**src/rtl/wake_pkg.sv**
```systemverilog
package wake_pkg;

  localparam int unsigned NUM_EV = 4;

  typedef enum int unsigned {
    EV_MAGIC = 0,
    EV_ARP   = 1,
    EV_ADDR  = 2,
    EV_MCAST = 3
  } wake_ev_e;

  typedef logic [NUM_EV-1:0] ev_vec_t;

endpackage

```
**src/rtl/wake_evt_latch.sv**
```systemverilog
// Holds per-source hits from the start of a frame until its end strobe.
module wake_evt_latch #(
  parameter int unsigned N = 4
) (
  input  logic         clk,
  input  logic         rst,
  input  logic         rx_en,
  input  logic [N-1:0] hit,
  input  logic         dst_bc,
  input  logic         eof,
  output logic [N-1:0] seen,
  output logic         bc_seen
);

  logic [N-1:0] held;
  logic         bc_held;

  for (genvar i = 0; i < N; i++) begin : g_src
    always_ff @(posedge clk) begin
      if (rst)         held[i] <= 1'b0;
      else if (eof)    held[i] <= 1'b0;
      else if (rx_en)  held[i] <= held[i] | hit[i];
    end
    // a strobe in the end-of-frame cycle still belongs to that frame
    assign seen[i] = held[i] | (rx_en & hit[i]);
  end

  always_ff @(posedge clk) begin
    if (rst)         bc_held <= 1'b0;
    else if (eof)    bc_held <= 1'b0;
    else if (rx_en)  bc_held <= bc_held | dst_bc;
  end
  assign bc_seen = bc_held | (rx_en & dst_bc);

endmodule

```
**src/rtl/wake_qualify.sv**
```systemverilog
// Applies enables, configuration gates and error rules at frame end.
module wake_qualify
  import wake_pkg::*;
(
  input  ev_vec_t seen,
  input  logic    bc_seen,
  input  ev_vec_t ev_en,
  input  logic    frame_err,
  input  logic    bcast_ok,
  input  logic    mhash_on,
  input  logic    rx_en,
  input  logic    eof,
  output logic    fire
);

  ev_vec_t gate;
  ev_vec_t qual;

  always_comb begin
    gate           = '1;
    gate[EV_MAGIC] = ~frame_err;          // only clean frames carry magic
    gate[EV_ARP]   = bcast_ok;
    gate[EV_ADDR]  = 1'b1;
    gate[EV_MCAST] = mhash_on & ~bc_seen;
    qual           = seen & ev_en & gate;
  end

  assign fire = eof & rx_en & (|qual);

endmodule

```
**src/rtl/wake_pulse_gen.sv**
```systemverilog
// Stretches a one-cycle fire into a PULSE_LEN-cycle level; refire restarts.
module wake_pulse_gen #(
  parameter int unsigned PULSE_LEN = 64
) (
  input  logic clk,
  input  logic rst,
  input  logic fire,
  output logic wake
);

  localparam int unsigned CW = (PULSE_LEN > 2) ? $clog2(PULSE_LEN) : 1;
  localparam logic [CW-1:0] LOAD = CW'(PULSE_LEN - 1);

  logic [CW-1:0] remain;
  logic          wake_q;

  always_ff @(posedge clk) begin
    if (rst) begin
      remain <= '0;
      wake_q <= 1'b0;
    end else if (fire) begin
      remain <= LOAD;
      wake_q <= 1'b1;
    end else if (remain != '0) begin
      remain <= remain - 1'b1;
    end else begin
      wake_q <= 1'b0;
    end
  end

  assign wake = wake_q;

endmodule

```
**src/rtl/wake_combiner.sv**
```systemverilog
module wake_combiner
  import wake_pkg::*;
#(
  parameter int unsigned PULSE_LEN = 64
) (
  input  logic       clk,
  input  logic       rst,
  input  logic       rx_en,
  input  logic       bcast_ok,
  input  logic       mhash_on,
  input  logic [3:0] ev_en,
  input  logic       hit_magic,
  input  logic       hit_arp,
  input  logic       hit_addr,
  input  logic       hit_mcast,
  input  logic       dst_bcast,
  input  logic       eof,
  input  logic       frame_err,
  output logic       wake
);

  ev_vec_t hits;
  ev_vec_t seen;
  logic    bc_seen;
  logic    fire;

  always_comb begin
    hits           = '0;
    hits[EV_MAGIC] = hit_magic;
    hits[EV_ARP]   = hit_arp;
    hits[EV_ADDR]  = hit_addr;
    hits[EV_MCAST] = hit_mcast;
  end

  wake_evt_latch #(.N(NUM_EV)) u_latch (
    .clk     (clk),
    .rst     (rst),
    .rx_en   (rx_en),
    .hit     (hits),
    .dst_bc  (dst_bcast),
    .eof     (eof),
    .seen    (seen),
    .bc_seen (bc_seen)
  );

  wake_qualify u_qual (
    .seen      (seen),
    .bc_seen   (bc_seen),
    .ev_en     (ev_en),
    .frame_err (frame_err),
    .bcast_ok  (bcast_ok),
    .mhash_on  (mhash_on),
    .rx_en     (rx_en),
    .eof       (eof),
    .fire      (fire)
  );

  wake_pulse_gen #(.PULSE_LEN(PULSE_LEN)) u_pulse (
    .clk  (clk),
    .rst  (rst),
    .fire (fire),
    .wake (wake)
  );

endmodule

```
**config.mk**
```make
export PLATFORM = sky130hd
export DESIGN_NAME = wake_combiner
export DESIGN_NICKNAME = d
export VERILOG_FILES = /design/src/rtl/wake_pkg.sv /design/src/rtl/wake_evt_latch.sv /design/src/rtl/wake_qualify.sv /design/src/rtl/wake_pulse_gen.sv /design/src/rtl/wake_combiner.sv
export SDC_FILE = /design/constraint.sdc
export NUM_CORES = 1
export LEC_CHECK = 0
export BUFFER_PORTS_ARGS = -buffer_cell sky130_fd_sc_hd__buf_2
export CORE_AREA = 4 4 41 43
export CTS_BUF_LIST = sky130_fd_sc_hd__clkbuf_2
export CTS_CLUSTER_DIAMETER = 80
export DETAILED_ROUTE_END_ITERATION = 12
export DIE_AREA = 0 0 45 47
export GPL_ROUTABILITY_DRIVEN = 1
export HOLD_SLACK_MARGIN = 0.15
export PLACE_DENSITY_LB_ADDON = 0.1
export SETUP_SLACK_MARGIN = 0.02
export SYNTH_ARGS = -nofsm -noshare
export SYNTH_HDL_FRONTEND = slang
export SYNTH_SLANG_ARGS = --single-unit
```
**constraint.sdc**
```tcl
create_clock -name clk -period 2.07 [get_ports clk]
set_input_delay 0.3105 -clock clk [delete_from_list [all_inputs] [get_ports clk]]
set_output_delay 0.3105 -clock clk [all_outputs]
set_load 0.02 [all_outputs]
```
# Word-level counts from Yosys, hierarchy flattened

Cells that the tools add are included.
Widths: inputs -> output; s select.

Add/sub/neg operators: 1
Multipliers: 0
Divide/modulo/power cells: 0
Magnitude comparators: 0
Equality and inequality tests: 1
Shift-type cells: 0
Muxes and demuxes: 4
Bitwise operators: 22
Reductions and logical operators: 4

Operator list:

| cell                | count |
|---|---|
| $mux 6              | 2 |
| $or 1x1->1          | 10 |
| $and 1x1->1         | 8 |
| $and 4x4->4         | 2 |
| $reduce_bool 6->1   | 1 |
| $sub 6x1->6 const B | 1 |
| $reduce_or 4->1     | 1 |
| $mux 1              | 2 |
| $ne 2x2->1 const B  | 1 |
| $not 1->1           | 2 |
| $reduce_bool 2->1   | 1 |
| $reduce_or 2->1     | 1 |

Flip-flop bits (word level): 12
Bits in latches: 0
RAM bits: 0
Bits in read-only memories: 0
Bits of input ports: 16
Word-level logic and storage cells: 39
Memories: 0

# Longest topological paths before layout

Depth after elaboration: 8
Depth in mapped cells: 5
Gate-level depth less buffers: 5

# Cells and area by module

A second synthesis with hierarchy kept.

Cell total of the unflattened synthesis: 59
Area total of the unflattened synthesis: 598.1 um^2

By module, submodules not included:

| module         | instances | cells each | area an instance (um^2) | sequential area each (um^2) |
|---|---|---|---|---|
| wake_pulse_gen | 1         | 39         | 381.6                   | 140.1 |
| wake_evt_latch | 1         | 15         | 181.4                   | 100.1 |
| wake_qualify   | 1         | 5          | 35.0                    | 0.0 |

# Worst setup path before layout

Ideal clock, no wire load.

Kind: register -> register
Start: reg u_pulse.remain[0]
End: reg u_pulse.remain[2]
Library setup time: 0.069 ns
Arrival: 1.108 ns
Path slack: 0.893 ns
Cell stages (with the launch flop): 6
Buffers on the path: 0
Path through: dfxtp_1 inv_1 ha_1 and2_2 or2_4 o21ai_1

Longest elaborated chain between the ends: 3
Elaborated cells between the ends (all ways): 5
Those cells by class: 1 x add/sub; 2 x mux; 2 x reduce/logical

Ends and longest elaborated chain:

| what                   | line                 | text |
|---|---|---|
| start, declared        | wake_pulse_gen.sv:14 | `logic [CW-1:0] remain;` |
| start signal, assigned | wake_pulse_gen.sv:25 | `remain <= remain - 1'b1;` |
| $sub 6x1->6            | wake_pulse_gen.sv:25 |  |
| $mux 6                 | wake_pulse_gen.sv:24 | `end else if (remain != '0) begin` |
| $mux 6                 | wake_pulse_gen.sv:21 | `end else if (fire) begin` |

Several ways; a longest one is shown, not always the timed one. The select of a mux whose other input is x is not followed.
A chain may end at the register's enable or synchronous reset.

# Final worst setup path

Start: reg u_pulse.remain[3]
End: reg u_pulse.remain[3]

The elaborated chain is that of the path after synthesis.

==> impl.org <==
** Power and ir drop
- The clock network accounts for 14.7% of the total power.
- The internal power of the cells totals between 0.5 and 0.6 mW.
- Combinational logic is responsible for about 42% of the overall power.
- Net switching power :: about 0.29 mW
- The worst-case IR drop observed on VDD is 0.6039 mV.
- Leak Pwr :: 0.2916 nW
- Switching share of power :: between 30 and 40%
- For this design the ratio of total power to cell area is 1226 mW/mm².
- Register share of total power :: 43.1%

** Critical path
- Critical R2R Launch :: u_pulse.remain[3]
- Worst setup EP type :: register
- The worst setup path is launched from a register.
- In this run the worst setup path begins at u_pulse.remain[3].
- Worst-path fanout max :: 5
- By startpoint and endpoint, the worst setup path is classified as reg -> reg.
- WP data required :: 2.22 ns
- For the worst setup path, the data arrival time is between 1 and 1.5 ns.

** STA
- For the pin with the worst max-slew slack, the measured transition is roughly 0.34 ns.
- Worst hold margin :: ~0.29 ns
- Headroom to the max-slew limit came out at 77.28%.
- Minimum clock period :: 1.291 ns
- Setup TNS :: 0 ns
- Clock skew :: 0.01124 ns
- Achievable clock frequency :: ~770 MHz
- The number of endpoints with negative hold slack in the final report was 0.
- The number of slew-limit violations in the final report came to 0.
- Setup violations remaining at the end of the flow were counted as 0.
- Unrepaired setup endpoints after global routing :: false
- Share of the clock period used by the worst path :: between 60% and 70%

** Yosys
- Fraction of synthesized cell area taken by the top area cell type :: 45.07%
- Ranked by total cell area, the synthesized netlist is headed by dfxtp_1 45%, a21oi_1 5.6%, o21ai_1 5.6%, xnor2_1 4.9%, ha_1 4.7%.
- Yosys top cell by area :: dfxtp_1
- Counting flops and latches in the post-synthesis netlist gives 12.
- The number of different library cells used by synthesis comes to 22.
- Share of synthesized area occupied by flip-flops and latches :: 45.07%
- Synthesized Nets :: a little under 80
- Warnings from Yosys :: 0
- In this run the cell area of the synthesized design comes to 533.0 µm².
- Average cell area after synthesis :: about 9 µm²
- Syn Inst Count :: just under 60

** Clocking
- In this run the number of H-tree levels came out at 1.
- Clock transition at the register clock pins on the worst setup and hold paths after CTS :: 0.12 ns
- TritonCTS built the clock tree.
- Total clock sinks :: 12
- Buffers added to address setup during post-CTS repair amount to 0.
- The clock passes through at most 2 buffers.
- Hold-fix buffer count after cts :: 0
- In this run, post-CTS repair resized a total of 0 instances.
- Clock latency on the worst-skew pair, taken at its later pin, is ~0.26 ns.
- In this run the clock root is driven by a clkbuf_2.
- Buffers inserted during clock tree synthesis total 3.

** Die
- In this run the horizontal extent of the chip is about 45 µm.
- The floorplan step set the die height to roughly 47 µm.
- Floorplan die area :: between 0.002 and 0.0025 mm²
- The initial utilization of the core area, before any placement, comes to approximately two fifths.
- The total area inside the core boundary comes to approximately 0.0013 mm².
- The floorplan has 13 rows.
- 17 I/O pins were placed.

** Global routing
- The via count of the first global-routing pass was around 420.
- The first global-routing pass estimated between 1500 and 2000 µm of wire.
- Summed over all layers, the global routing overflow is 0.
- Maximum number of pins on one net before global-route repair :: 10
- Antenna violations before repair :: 0
- All-layer global routing usage :: between 10% and 20%

** Cells and area
- Ant. Diodes :: 0
- The library cell used most frequently in the layout, excluding fill and tap cells, is buf_2.
- For this run, the post-layout net count is between 90 and 100.
- For this run, the share of the core covered by cells in the final layout is 49.71%.
- The area growth from synthesis to layout is 21.36%.
- Fraction of layout instances using a drive strength above 1 :: approximately a third
- The layout has ~140 filler cells.
- Once layout is complete, the cells apart from fillers number 93.
- After routing the design area is about 650 µm².
- In the final layout, the multi-input gates occupy around 270 µm².
- FF/Latch Area :: about 240 µm²
- Commonest cells after routing, fill and taps aside :: 16 x buf_2, 12 x dfxtp_1, 6 x a21oi_1, 6 x o21ai_1, 5 x inv_1

** Min path
- Type of the worst min-delay path :: in -> reg
- Worst min-delay path startpoint :: eof

** Detailed routing
- For this run, design rule violations remaining after detail routing come to 0.
- Total length of routed wires :: about 980 µm
- The first detailed-routing pass took 4 iterations.
- Avg Vias per Cell :: between 4 and 5
- Post-detailed-route wirelength per cell :: 10.48 µm
- Via total after detailed routing :: 444
- Detailed router's first-iteration violation count :: 10
- The count of nets left with antenna violations once routing finished came out at 0.

** Place
- Buffers placed on the I/O ports in this run total 16.
- The congestion estimate from routability-driven global placement came to ~0.72.
- DPL Wire Length :: between 700 and 800 µm
- Once placement finished, the instance area stood at around 630 µm².
- The number of placed instances, taps included, is between 80 and 90.

** Run status
- Status :: finished clean

** Job
- Max-cap violations :: 0
[cell families after synthesis]
family / share of synthesized area, %
AOI/OAI and AO/OA: 20.19
xor gates and xnor gates: 8.217
adders and majority gates: 4.694
buffers and inverters: 4.225
DFF: 45.07
and+or+nand+nor: 17.61
[synth_stat cells, drive strengths merged]
master	n
o21ai	8
nand2	3
dfxtp	12
or3	1
xnor2	3
o22ai	1
clkbuf	1
inv	5
nor3b	1
o211ai	1
a21o	1
nor2	3
xor2	2
o32ai	1
a21oi	6
or2	1
and2	1
nor4	1
ha	2
nor3	5
[stage by stage]
stage | worst slack (ns) | power [mW]
floorplan | 0.8930 | 0.6158
global placement | 0.7578 | 0.6858
detailed placement | 0.7578 | 0.6845
CTS | 0.7702 | 0.8044
global route | 0.6831 | 0.8800
finish | 0.7787 | 0.7929
[final timing paths]
kind                            end  slack, ns  cells past startpoint
hold reg to reg        u_pulse.wake       0.46                      2
setup reg to reg  u_pulse.remain[3]       0.78                      4
setup / recovery  u_pulse.remain[3]       0.78                      4
hold / removal      u_latch.bc_held       0.29                      2
[state kept, by name, indices dropped and copies added, names as in the netlist]
signal           flops
u_pulse.wake         1
u_latch.bc_held      1
u_pulse.remain       6
u_latch.held         4
[worst max-delay path, cell delays in order, from the launching register on]
cell,delay [ns]
dfxtp_1,0.37
nor4_1,0.36
and2_2,0.24
or2_4,0.14
o21ai_1,0.07
[layer usage]
layer  wire length (µm)  track usage (%)  share of wire [%]  vias up
met5                  0                0                  0        -
met1                484            15.01                 50      186
li1                   -                -                  -      245
met2                411            16.38                 42       11
met4                 10            5.263                1.0        0
met3                 69            6.897                7.1        2
[cell type report]
class | instances | area share, %
clock inverters | 1 | 0.5803
inverters | 5 | 2.901
flip-flops and latches | 12 | 37.14
repair buffers | 16 | 12.38
multi-input cells | 41 | 41.78
clock buffers | 3 | 2.321
well taps | 15 | 2.901
[power groups by stage]
stage	Clock, mW	Combinational (mW)	Sequential (mW)
floorplan	0	0.279	0.337
global placement	0	0.338	0.348
detailed placement	0	0.338	0.347
CTS	0.123	0.340	0.341
global route	0.139	0.391	0.351
finish	0.117	0.335	0.342
No activity file was read; power rests on OpenSTA's default activity.
